--- src/rtl/hdb3_rx_pkg.sv ---
package hdb3_rx_pkg;

  typedef struct packed {
    logic nrail;
    logic prail;
    logic vio;
    logic dbit;
  } lane_t;

endpackage

--- src/rtl/rx_mark_classifier.sv ---
module rx_mark_classifier #(
  parameter int unsigned ZERO_RUN = 3
) (
  input  logic clk_i,
  input  logic rst_ni,
  input  logic pos_i,
  input  logic neg_i,
  input  logic hdb3_en_i,
  output logic dbit_o,
  output logic vio_o,
  output logic clr_o
);
  localparam int unsigned ZW = $clog2(ZERO_RUN + 1);
  localparam logic [ZW-1:0] ZFULL = ZW'(ZERO_RUN);
  localparam logic [ZW-1:0] ZSHORT = ZW'(ZERO_RUN - 1);

  logic [ZW-1:0] zcnt_q;
  logic have_mark_q, last_pos_q, have_v_q, last_vpos_q;
  logic both, single, same, v_ok;

  always_comb begin
    both   = pos_i & neg_i;
    single = pos_i ^ neg_i;
    same   = single & have_mark_q & (pos_i == last_pos_q);
    v_ok   = hdb3_en_i & same & (zcnt_q >= ZSHORT) &
             (~have_v_q | (pos_i != last_vpos_q));
    clr_o  = v_ok & (zcnt_q == ZSHORT);
    dbit_o = (pos_i | neg_i) & ~v_ok;
    vio_o  = both | (same & ~v_ok);
  end

  always_ff @(posedge clk_i or negedge rst_ni) begin
    if (!rst_ni) begin
      zcnt_q      <= '0;
      have_mark_q <= 1'b0;
      last_pos_q  <= 1'b0;
      have_v_q    <= 1'b0;
      last_vpos_q <= 1'b0;
    end else if (both) begin
      zcnt_q <= '0;
    end else if (single) begin
      zcnt_q      <= '0;
      have_mark_q <= 1'b1;
      last_pos_q  <= pos_i;
      if (v_ok) begin
        have_v_q    <= 1'b1;
        last_vpos_q <= pos_i;
      end
    end else if (zcnt_q != ZFULL) begin
      zcnt_q <= zcnt_q + 1'b1;
    end
  end

  // a lone mark can only be flagged once a polarity is remembered
  a_r6_flag_needs_history: assert property (@(posedge clk_i) disable iff (!rst_ni)
    (vio_o && !(pos_i && neg_i)) |-> have_mark_q);

endmodule

--- src/rtl/rx_lane_delay.sv ---
module rx_lane_delay
  import hdb3_rx_pkg::*;
#(
  parameter int unsigned DEPTH   = 4,
  parameter int unsigned CLR_IDX = 2
) (
  input  logic  clk_i,
  input  logic  rst_ni,
  input  lane_t lane_i,
  input  logic  clr_i,
  output lane_t lane_o
);
  lane_t stg_q [DEPTH];

  for (genvar g = 0; g < DEPTH; g++) begin : g_stage
    lane_t nxt;
    if (g == 0) begin : g_head
      assign nxt = lane_i;
    end else begin : g_body
      always_comb begin
        nxt = stg_q[g-1];
        if (clr_i && (g - 1) == CLR_IDX) nxt.dbit = 1'b0;
      end
    end
    always_ff @(posedge clk_i or negedge rst_ni) begin
      if (!rst_ni) stg_q[g] <= '0;
      else         stg_q[g] <= nxt;
    end
  end

  assign lane_o = stg_q[DEPTH-1];

  // the cancelled pulse must be a decoded mark
  a_r5_clear_hits_mark: assert property (@(posedge clk_i) disable iff (!rst_ni)
    clr_i |-> stg_q[CLR_IDX].dbit);

endmodule

--- src/rtl/hdb3_rx_decoder.sv ---
module hdb3_rx_decoder
  import hdb3_rx_pkg::*;
#(
  parameter int unsigned ZERO_RUN = 3
) (
  input  logic clk_i,
  input  logic rst_ni,
  input  logic pos_i,
  input  logic neg_i,
  input  logic hdb3_en_i,
  input  logic dual_rail_i,
  input  logic logic_mode2_i,
  input  logic rx_ais_i,
  output logic data_o,
  output logic vio_o,
  output logic rclk_o
);
  localparam int unsigned DEPTH   = ZERO_RUN + 1;
  localparam int unsigned CLR_IDX = ZERO_RUN - 1;

  logic  cls_dbit, cls_vio, cls_clr;
  lane_t lane_in, lane_out;
  logic  data_nxt, vio_nxt, inv;
  logic  data_q, vio_q;

  rx_mark_classifier #(.ZERO_RUN(ZERO_RUN)) u_cls (
    .clk_i    (clk_i),
    .rst_ni   (rst_ni),
    .pos_i    (pos_i),
    .neg_i    (neg_i),
    .hdb3_en_i(hdb3_en_i),
    .dbit_o   (cls_dbit),
    .vio_o    (cls_vio),
    .clr_o    (cls_clr)
  );

  assign lane_in = '{nrail: neg_i, prail: pos_i, vio: cls_vio, dbit: cls_dbit};

  rx_lane_delay #(.DEPTH(DEPTH), .CLR_IDX(CLR_IDX)) u_dly (
    .clk_i (clk_i),
    .rst_ni(rst_ni),
    .lane_i(lane_in),
    .clr_i (cls_clr),
    .lane_o(lane_out)
  );

  assign inv = dual_rail_i & logic_mode2_i;

  always_comb begin
    if (dual_rail_i) begin
      data_nxt = (rx_ais_i | lane_out.prail) ^ inv;
      vio_nxt  = (rx_ais_i | lane_out.nrail) ^ inv;
    end else begin
      data_nxt = rx_ais_i | lane_out.dbit;
      vio_nxt  = lane_out.vio;
    end
  end

  always_ff @(posedge clk_i or negedge rst_ni) begin
    if (!rst_ni) begin
      data_q <= 1'b0;
      vio_q  <= 1'b0;
    end else begin
      data_q <= data_nxt;
      vio_q  <= vio_nxt;
    end
  end

  assign data_o = data_q;
  assign vio_o  = vio_q;
  assign rclk_o = clk_i ^ inv;

  a_r7_ais_single_ones: assert property (@(posedge clk_i) disable iff (!rst_ni)
    ($past(rst_ni) && $past(rx_ais_i) && !$past(dual_rail_i)) |-> data_o);

  a_r10_ais_dual_rails_match: assert property (@(posedge clk_i) disable iff (!rst_ni)
    ($past(rst_ni) && $past(rx_ais_i) && $past(dual_rail_i)) |-> (data_o == vio_o));

endmodule

--- config.mk ---
export PLATFORM = sky130hd
export DESIGN_NAME = hdb3_rx_decoder
export DESIGN_NICKNAME = d
export VERILOG_FILES = /design/src/rtl/hdb3_rx_pkg.sv /design/src/rtl/rx_mark_classifier.sv /design/src/rtl/rx_lane_delay.sv /design/src/rtl/hdb3_rx_decoder.sv
export SDC_FILE = /design/constraint.sdc
export NUM_CORES = 1
export LEC_CHECK = 0
export BUFFER_PORTS_ARGS = -buffer_cell sky130_fd_sc_hd__buf_2
export CAP_MARGIN = 10
export CORE_UTILIZATION = 46
export CTS_CLUSTER_SIZE = 16
export DETAILED_ROUTE_END_ITERATION = 16
export GPL_TIMING_DRIVEN = 0
export PLACE_DENSITY = 0.8
export SYNTH_ARGS = -nofsm -noshare
export SYNTH_HDL_FRONTEND = slang
export SYNTH_SLANG_ARGS = --single-unit
--- constraint.sdc ---
create_clock -name clk_i -period 1.8 [get_ports clk_i]
set_clock_uncertainty 0.15 [all_clocks]
set_input_delay 0.18 -clock clk_i [delete_from_list [all_inputs] [get_ports clk_i]]
set_output_delay 0.18 -clock clk_i [all_outputs]
set_load 0.005 [all_outputs]
**Yosys cells after proc, flatten, opt, wreduce, memory -nomap -nowiden**

Index checks and enable logic that the tools add are counted.

- $add $sub $neg: 1
- Magnitude comparators: 1
- Equal/unequal tests: 4
- Muxes and demuxes: 6
- Bitwise operators: 23
- Reductions and logical operators: 3

Operators with widths:

| cell | number |
|---|---|
| $and 1x1->1 | 10 |
| $mux 2 | 3 |
| $or 1x1->1 | 6 |
| $xor 1x1->1 | 4 |
| $mux 1 | 3 |
| $not 1->1 | 3 |
| $reduce_and 3->1 | 1 |
| $reduce_bool 3->1 | 1 |
| $add 2x1->2 const B | 1 |
| $eq 2x2->1 const B | 1 |
| $ge 2x2->1 const B | 1 |
| $ne 2x2->1 const B | 1 |
| $reduce_and 2->1 | 1 |
| $eq 1x1->1 | 1 |
| $ne 1x1->1 | 1 |

- Register bits after elaboration: 24
- Input bits: 8
- Output and inout bits: 3

**Depth between registers and ports, before layout**

Gate-level depths: netlist (run 1).

- Depth after elaboration: 9
- Depth in mapped cells: 6
- Mapped depth without buffers: 6

**Cells and area by module**

From an unflattened synthesis (run 1), not the netlist that was laid out.

- Cell total of the unflattened synthesis: 67
- Area, all modules: 923.4 sq um

Modules (own cells, without submodules):

| module | instances | cells each | area each (sq um) | seq. area each (sq um) |
|---|---|---|---|---|
| rx_lane_delay | 1 | 21 | 444.2 | 400.4 |
| rx_mark_classifier | 1 | 34 | 361.6 | 150.1 |
| hdb3_rx_decoder | 1 | 12 | 117.6 | 50.0 |

==> results of run 1 <==
-- cell usage in the layout (no fill, tap or decap), types with 2 or more instances in the layout --
cell	n
dlygate4sd3_1	6
nor2_1	4
xnor2_1	3
a21oi_1	3
buf_2	10
buf_4	2
ha_1	4
nor3_1	3
mux2_2	2
nand2_1	2
inv_1	4
clkbuf_4	6
dfrtp_1	24
xor2_1	3
-- state kept, by name, indices dropped and copies added (netlist names) --
register           count
u_cls.last_vpos_q      1
u_dly.lane_o           4
u_cls.have_v_q         1
u_dly.g_stage.nxt     11
u_cls.have_mark_q      1
u_cls.last_pos_q       1
vio_o                  1
u_cls.zcnt_q           2
data_o                 1
u_dly.stg_q            1
-- metrics by stage --
step	worst slack, ns	TNS (ns)
3_5_place_dp	-0.230	-0.230
5_1_grt	0.00943	0
3_3_place_gp	-0.213	-0.213
4_1_cts	0.0162	0
6_report	0.0753	0
2_1_floorplan	0.0293	0
-- worst paths after layout --
path | startpoint | endpoint | slack, ns | depth (start not counted)
worst min-delay path | hdb3_en_i | u_dly.g_stage[1].nxt[1] | 0.007 | 4
min in group asynchronous | rst_ni | u_dly.lane_o[3] | 0.10 | 2
worst max register to register | u_cls.zcnt_q[1] | u_cls.last_vpos_q | 0.09 | 5
max in group asynchronous | rst_ni | u_cls.have_mark_q | 1.06 | 2
worst min register to register | u_dly.g_stage[3].nxt[2] | u_dly.lane_o[2] | 0.21 | 0
worst max-delay path | clk_i | rclk_o | 0.08 | 4
-- critical path, cell delays in order --
cell      delay [ns]
clkbuf_4        0.11
clkbuf_4        0.12
xnor2_1         0.14
buf_2           0.13
-- logic make-up after synthesis --
logic type | after synthesis | share of synthesized area, %
compound gates | 7 | 7.15
xor+xnor | 6 | 6.01
buf+inv | 4 | 1.72
fa+ha+maj | 4 | 5.72
simple gates | 12 | 6.87
mux | 3 | 3.86
flops | 24 | 68.7
-- area by class of cell --
class / instances / area share (%)
flip-flops and latches: 24 / 55.6
inverters: 4 / 1.39
multi-input cells: 32 / 24.3
clock buffers: 7 / 4.63
repair buffers: 17 / 11.1
well taps: 25 / 2.90
-- routing by layer --
| metal | GRT usage (%) | part of all wire (%) | vias up |
|---|---|---|---|
| met5 | 0 | 0 | - |
| met4 | 12.7 | 1.4 | 0 |
| met3 | 8.73 | 4.9 | 2 |
| met2 | 26.6 | 51 | 14 |
| met1 | 16.8 | 42 | 240 |
| li1 | - | - | 250 |
-- power by group through the flow --
stage / Sequential, mW / Clock (mW) / Combinational, mW
detailed placement: 0.655 / 0.0443 / 0.138
global placement: 0.652 / 0.0443 / 0.131
finish: 0.644 / 0.356 / 0.156
CTS: 0.644 / 0.379 / 0.157
global route: 0.651 / 0.408 / 0.179
floorplan: 0.648 / 0.0253 / 0.0939
-- what timing repair did --
action,4_1_cts,5_1_grt
pin swaps,1,1
setup buffers,2,0
hold endpoints to repair,33,0
gates resized for setup,0,1
endpoints found under the setup margin,1,1
hold buffers,6,0
==> metrics, run 1 <==
combinational share of power 13.5%; CP max FO 2; Vias/cell 4.64; IO buf count 10; Pleak 0.501 nW; footprint of the multi-input gates 263 sq um; Syn Nets 72; Slew Limit Fails 0; DRC errors left 0; #FFs+latches synth 24; chip height 45.6 um; Pre-antenna DRT Iters 2; Ports 11; total track usage 16.9%; Mean Syn Cell Area 14.6 sq um; Cell Pwr Density 1070 nW/um^2; first-pass GRT wire length 2180 um; share of cells above drive strength 1 28.6%; final hold slack 0.00662 ns; Clock Power Share 30.8%; CTS clk-pin slew, worst paths 0.11 ns; Initial Utilization 50.1%; hpwl dp 795 um; most common cell in the synthesized netlist dfrtp_1; Worst setup EP type output port; HP Class in2reg; placed inst area 956 sq um; Seq. cell area 601 sq um; CP arrival 1.39 ns; final count of hold timing violations 0; total power draw 1.16 mW; routed wire length 1250 um; critical path class clk2out; Layout Cells excl Fill 109; Seq pwr share 55.7%; 1st-iter DRT viols 1; Max Cap Viol 0; Skew-Pair Late Insertion Delay 0.41 ns; P_sw 290 uW; Post-layout nets 98; Pint 866 uW; CTS tree built; WP data required 1.47 ns; crit start category clock port; full die area 2080 sq um; CORE AREA 1750 sq um; Design Area, Final 1080 sq um; Async SR Flop Fraction 100%; Routed WL per cell 11.5 um; die width 45.6 um; Final setup viols 0; worst-margin pin slew 0.494 ns; Top FF cell, synth dfrtp_1; Post-Place Cells 95; synth cell count leaders dfrtp_1, ha_1, inv_1, nor2_1; Yosys cell types 18; status completed; Congestion Overflow GR 0; Max IR drop VDD 563 uV; layout overhead on the synthesized area 23.5%; yosys synthesis warning count 0; RSZ-0062 raised after global routing no; Final GP Congestion 0.689; switching part of the total power 25.1%; antenna violations before repair 0; relative slew slack 67.0%; post-layout util 61.9%; vias in the first global route 543; largest net degree at the start of global routing 25; area fraction of the dominant cell type after synthesis 68.7%; ANT nets after route 0; number of inserted diodes 0; Cells after Synth 60; row cnt 15; top cells by area, synth dfrtp_1, ha_1, a2111oi_4; area leader, netlist dfrtp_1; Post-synth EDFFs 0; Via Count 506; synthesized cell area 875 sq um; Layout fillers 146; sequential element share of the synthesized area 68.7%
No activity file was read; power rests on OpenSTA's default activity.
==> run 2: changes to the inputs <==
Settings changed: BUFFER_PORTS_ARGS -buffer_cell sky130_fd_sc_hd__buf_2 to -buffer_cell sky130_fd_sc_hd__clkbuf_2, CELL_PAD_IN_SITES_DETAIL_PLACEMENT set to 1, CELL_PAD_IN_SITES_GLOBAL_PLACEMENT set to 1, CORE_UTILIZATION 46 to 40, PLACE_DENSITY 0.8 to 0.83.
==> metrics, run 2 (synthesized netlist as in run 1, its figures left out) <==
combinational share of power 13.5%; Max Cap Viol 0; Worst Setup EP rclk_o; routed wire length 1580 um; Max IR drop VDD 534 uV; Via Count 538; Pre-antenna DRT Iters 2; 1st-iter DRT viols 3; setup ws final 0.0682 ns; CTS tree built; Initial Utilization 43.7%; Seq pwr share 52.7%; full die area 2380 sq um; Cell Pwr Density 1110 nW/um^2; CP arrival 1.40 ns; row cnt 16; final hold slack 0.0111 ns; CP max stage delay 0.14 ns; die width 48.8 um; Worst setup EP type output port; WP data required 1.47 ns; relative slew slack 61.6%; Final setup viols 0; IO buf count 10; flop2flop setup slack 0.10 ns; dpl ws -0.278 ns; Congestion Overflow GR 0; slowest stage cell, crit path xnor2_1; Setup TNS 0 ns; Pleak 0.514 nW; crit path from clk_i; worst-margin pin slew 0.576 ns; switching part of the total power 25.7%; first-pass GRT wire length 2710 um; share of cells above drive strength 1 31.4%; ANT nets after route 0; final count of hold timing violations 0; number of inserted diodes 0; HP Class in2reg; largest net degree at the start of global routing 25; chip height 48.8 um; antenna violations before repair 0; crit start category clock port; post-layout util 55.3%; max reg flops 11; vias in the first global route 645; worst reg2reg startpoint u_cls.last_vpos_q; Routed WL per cell 14.0 um; Clock Power Share 33.8%; CP max FO 2; most frequent cells in the layout dfrtp_1, clkbuf_2, clkbuf_4, dlygate4sd3_1; R2R depth 4; Ports 11; Vias/cell 4.76; hpwl dp 1020 um; Final GP Congestion 0.700; commonest non-fill, non-tap cell in the layout dfrtp_1; Pint 913 uW; RSZ-0062 raised after global routing no; critical path class clk2out; crit-path cells clkbuf_4, clkbuf_4, xnor2_1, clkbuf_2; P_sw 316 uW; DRC errors left 0; total track usage 16.8%; CP most frequent cell clkbuf_4; status completed; Slew Limit Fails 0; CTS clk-pin slew, worst paths 0.12 ns; Skew-Pair Late Insertion Delay 0.41 ns; Crit Reg-Reg Endpoint u_cls.last_vpos_q; layout overhead on the synthesized area 26.5%; CORE AREA 2000 sq um; Post-layout nets 99
[run 2: changes by cell type in the layout (fill, tap and decap cells not counted), sizes merged]
cell / change
clkbuf: +11
buf: -9
[run 2: critical path: cells and delay by family]
family	cells	cell delay, ns
buffers and inverters	3	0.36
xor gates and xnor gates	1	0.14
[run 2: worst min path at each step]
stage,start,end,cells after the start
after detailed placement,rst_ni,u_dly.lane_o[3],1
after global placement,rst_ni,data_o,1
after global routing,hdb3_en_i,u_cls.have_v_q,5
after floorplan,rst_ni,data_o,0
final,neg_i,u_cls.zcnt_q[1],3
after CTS,neg_i,u_cls.zcnt_q[1],3
[run 2: area by class of cell]
class / count / area [sq um]
timing repair buffer: 18 / 128
fill: 221 / 896
inverter: 4 / 15.0
clock buffer: 8 / 63.8
sequential: 24 / 601
multi-input combinational: 32 / 265
tap: 27 / 33.8
[run 2: routing by layer]
layer	vias up	global-route usage, %	wire length (um)
li1	251	-	-
met1	264	16.9	586
met2	17	27.3	870
met3	6	7.23	76
met4	0	12.3	51
met5	-	0	0
[run 2: through the flow]
step	power, mW	instance area [sq um]	std cells
final	1.23	1110	113
after floorplan	0.767	875	60
after global routing	1.31	1110	113
after global placement	0.831	958	97
after detailed placement	0.847	958	97
after CTS	1.24	1090	112
[run 2: power by group through the flow]
| stage | combinational (mW) | sequential (mW) | clock (mW) |
|---|---|---|---|
| global route | 0.187 | 0.658 | 0.467 |
| detailed placement | 0.143 | 0.658 | 0.0454 |
| CTS | 0.162 | 0.647 | 0.436 |
| global placement | 0.132 | 0.653 | 0.0454 |
| finish | 0.166 | 0.647 | 0.416 |
| floorplan | 0.0939 | 0.648 | 0.0253 |
[run 2: repair_timing]
| action | in CTS | in global routing |
|---|---|---|
| hold buffers | 6 | 0 |
| endpoints found under the hold margin | 31 | 0 |
| pin swaps | 1 | 1 |
| resized for setup | 0 | 2 |
| setup endpoints to repair | 1 | 1 |
| buffers inserted | 2 | 1 |
==> run 3: changes to the inputs <==
Settings changed: SYNTH_HIERARCHICAL set to 1.
==> metrics, run 3 <==
Pleak 0.560 nW; Routed WL per cell 14.7 um; largest net degree at the start of global routing 25; combinational share of power 13.3%; ANT nets after route 0; 1st-iter DRT viols 4; Via Count 610; share of cells above drive strength 1 29.5%; most frequent cells in the layout dfrtp_1, dlygate4sd3_1, clkbuf_2; max reg flops 11; first-pass GRT wire length 2930 um; status completed; die width 50.0 um; CORE AREA 2190 sq um; WP data required 1.47 ns; Post-synth EDFFs 0; Mean Syn Cell Area 13.8 sq um; CP most frequent cell clkbuf_4; CP arrival 1.43 ns; routed wire length 1800 um; post-layout util 54.9%; total track usage 17.7%; CTS clk-pin slew, worst paths 0.14 ns; layout overhead on the synthesized area 30.4%; CP max FO 2; Initial Utilization 42.1%; commonest non-fill, non-tap cell in the layout dfrtp_1; hpwl dp 1050 um; Pint 1.03 mW; vias in the first global route 687; Slew Limit Fails 0; synthesized cell area 923 sq um; Seq pwr share 47.1%; CP max stage delay 0.16 ns; Clock Power Share 39.6%; number of inserted diodes 0; Seq. cell area 601 sq um; top cells by area, synth dfrtp_1, ha_1, buf_4; Async SR Flop Fraction 100%; slowest stage cell, crit path xnor2_1; sequential element share of the synthesized area 65.0%; Cells after Synth 67; Congestion Overflow GR 0; DRC errors left 0; total power draw 1.38 mW; footprint of the multi-input gates 294 sq um; full die area 2500 sq um; worst-margin pin slew 0.590 ns; relative slew slack 60.7%; most common cell in the synthesized netlist dfrtp_1; Final GP Congestion 0.759; synth cell count leaders dfrtp_1, ha_1, buf_4, o21ai_0; crit-path cells clkbuf_4, clkbuf_4, xnor2_1, clkbuf_2; antenna violations before repair 0; Top FF cell, synth dfrtp_1; Final setup viols 0; P_sw 348 uW; Yosys cell types 25; Ports 11; yosys synthesis warning count 6; Setup TNS 0 ns; switching part of the total power 25.3%; area fraction of the dominant cell type after synthesis 65.0%; Max IR drop VDD 721 uV; Max Cap Viol 0; HP Class in2reg; chip height 50.0 um; Cell Pwr Density 1140 nW/um^2; Layout fillers 223; Post-layout nets 109; IO buf count 10; area leader, netlist dfrtp_1; #FFs+latches synth 24; Worst setup EP type output port; final count of hold timing violations 0; Worst path top cell family by delay buffers and inverters; Skew-Pair Late Insertion Delay 0.44 ns; crit start category clock port; Vias/cell 4.96; Pre-antenna DRT Iters 4; CTS tree built; Syn Nets 80; row cnt 17; WP buf/inv 3; final hold slack 0.0415 ns; critical path class clk2out
-- run 3: path summary, 6_finish.rpt --
| path | start | to | slack (ns) | cells after the start |
|---|---|---|---|---|
| worst max-delay path | clk_i | rclk_o | 0.04 | 4 |
| worst min-delay path | hdb3_en_i | u_cls/last_vpos_q | 0.04 | 3 |
| worst max register to register | u_cls/zcnt_q[0] | u_cls/have_v_q | 0.11 | 5 |
| worst min register to register | u_dly/g_stage[3].nxt[1] | u_dly/lane_o[1] | 0.21 | 0 |
| max in group asynchronous | rst_ni | u_dly/g_stage[1].nxt[1] | 1.00 | 2 |
| min in group asynchronous | rst_ni | u_cls/have_mark_q | 0.11 | 2 |
-- run 3: worst register-to-register path: stages (launching register included) --
cell and delay, ns:
dfrtp_1 0.41, inv_1 0.06, ha_1 0.21, o21ai_1 0.39, a2111oi_4 0.08, or2_2 0.29
-- run 3: power by group through the flow --
stage | logic [mW] | registers (mW) | clock network, mW
floorplan | 0.0989 | 0.645 | 0.0253
CTS | 0.173 | 0.645 | 0.549
global route | 0.203 | 0.656 | 0.589
global placement | 0.136 | 0.649 | 0.0454
detailed placement | 0.148 | 0.653 | 0.0454
finish | 0.183 | 0.648 | 0.545
-- run 3: cell type report --
type	instances	area share [%]
Tap cell	28	2.91
Clock inverter	1	2.49
Buffer	4	2.49
Inverter	3	0.936
Multi-Input combinational cell	36	24.4
Clock buffer	7	4.16
Timing Repair Buffer	20	12.7
Sequential cell	24	49.9
-- run 3: logic make-up after synthesis --
family                   Yosys count  synth area share [%]
flip-flops                        24                  65.0
buffers and inverters              7                  4.47
multiplexers                       1                  1.22
adder cells (fa/ha/maj)            5                  6.78
AO/OA/AOI/OAI                     12                  9.76
XOR/XNOR                           3                  2.85
AND/OR/NAND/NOR                   15                  9.89
-- run 3: per-stage QoR --
stage / setup WS [ns] / cells / cell area (sq um)
finish: 0.0429 / 123 / 1200
global route: -0.00514 / 123 / 1200
CTS: 0.0495 / 123 / 1190
detailed placement: -0.0841 / 105 / 1010
global placement: 0.00949 / 105 / 1010
floorplan: 0.144 / 67 / 923
-- run 3: what timing repair did --
action | in CTS | in global routing
gates resized for setup | 1 | 1
buffers inserted | 1 | 0
hold buffers | 10 | 0
hold endpoints to repair | 31 | 0
pin swaps | 1 | 0
endpoints found under the setup margin | 2 | 1
-- run 3: routing by layer --
metal | track usage, % | vias to the layer above | wire length [um] | share of wire, %
li1 | - | 282 | - | -
met1 | 17.0 | 304 | 704 | 39
met3 | 7.72 | 9 | 79 | 4.4
met4 | 17.1 | 0 | 57 | 3.2
met5 | 0 | - | 0 | 0
met2 | 27.6 | 15 | 963 | 53
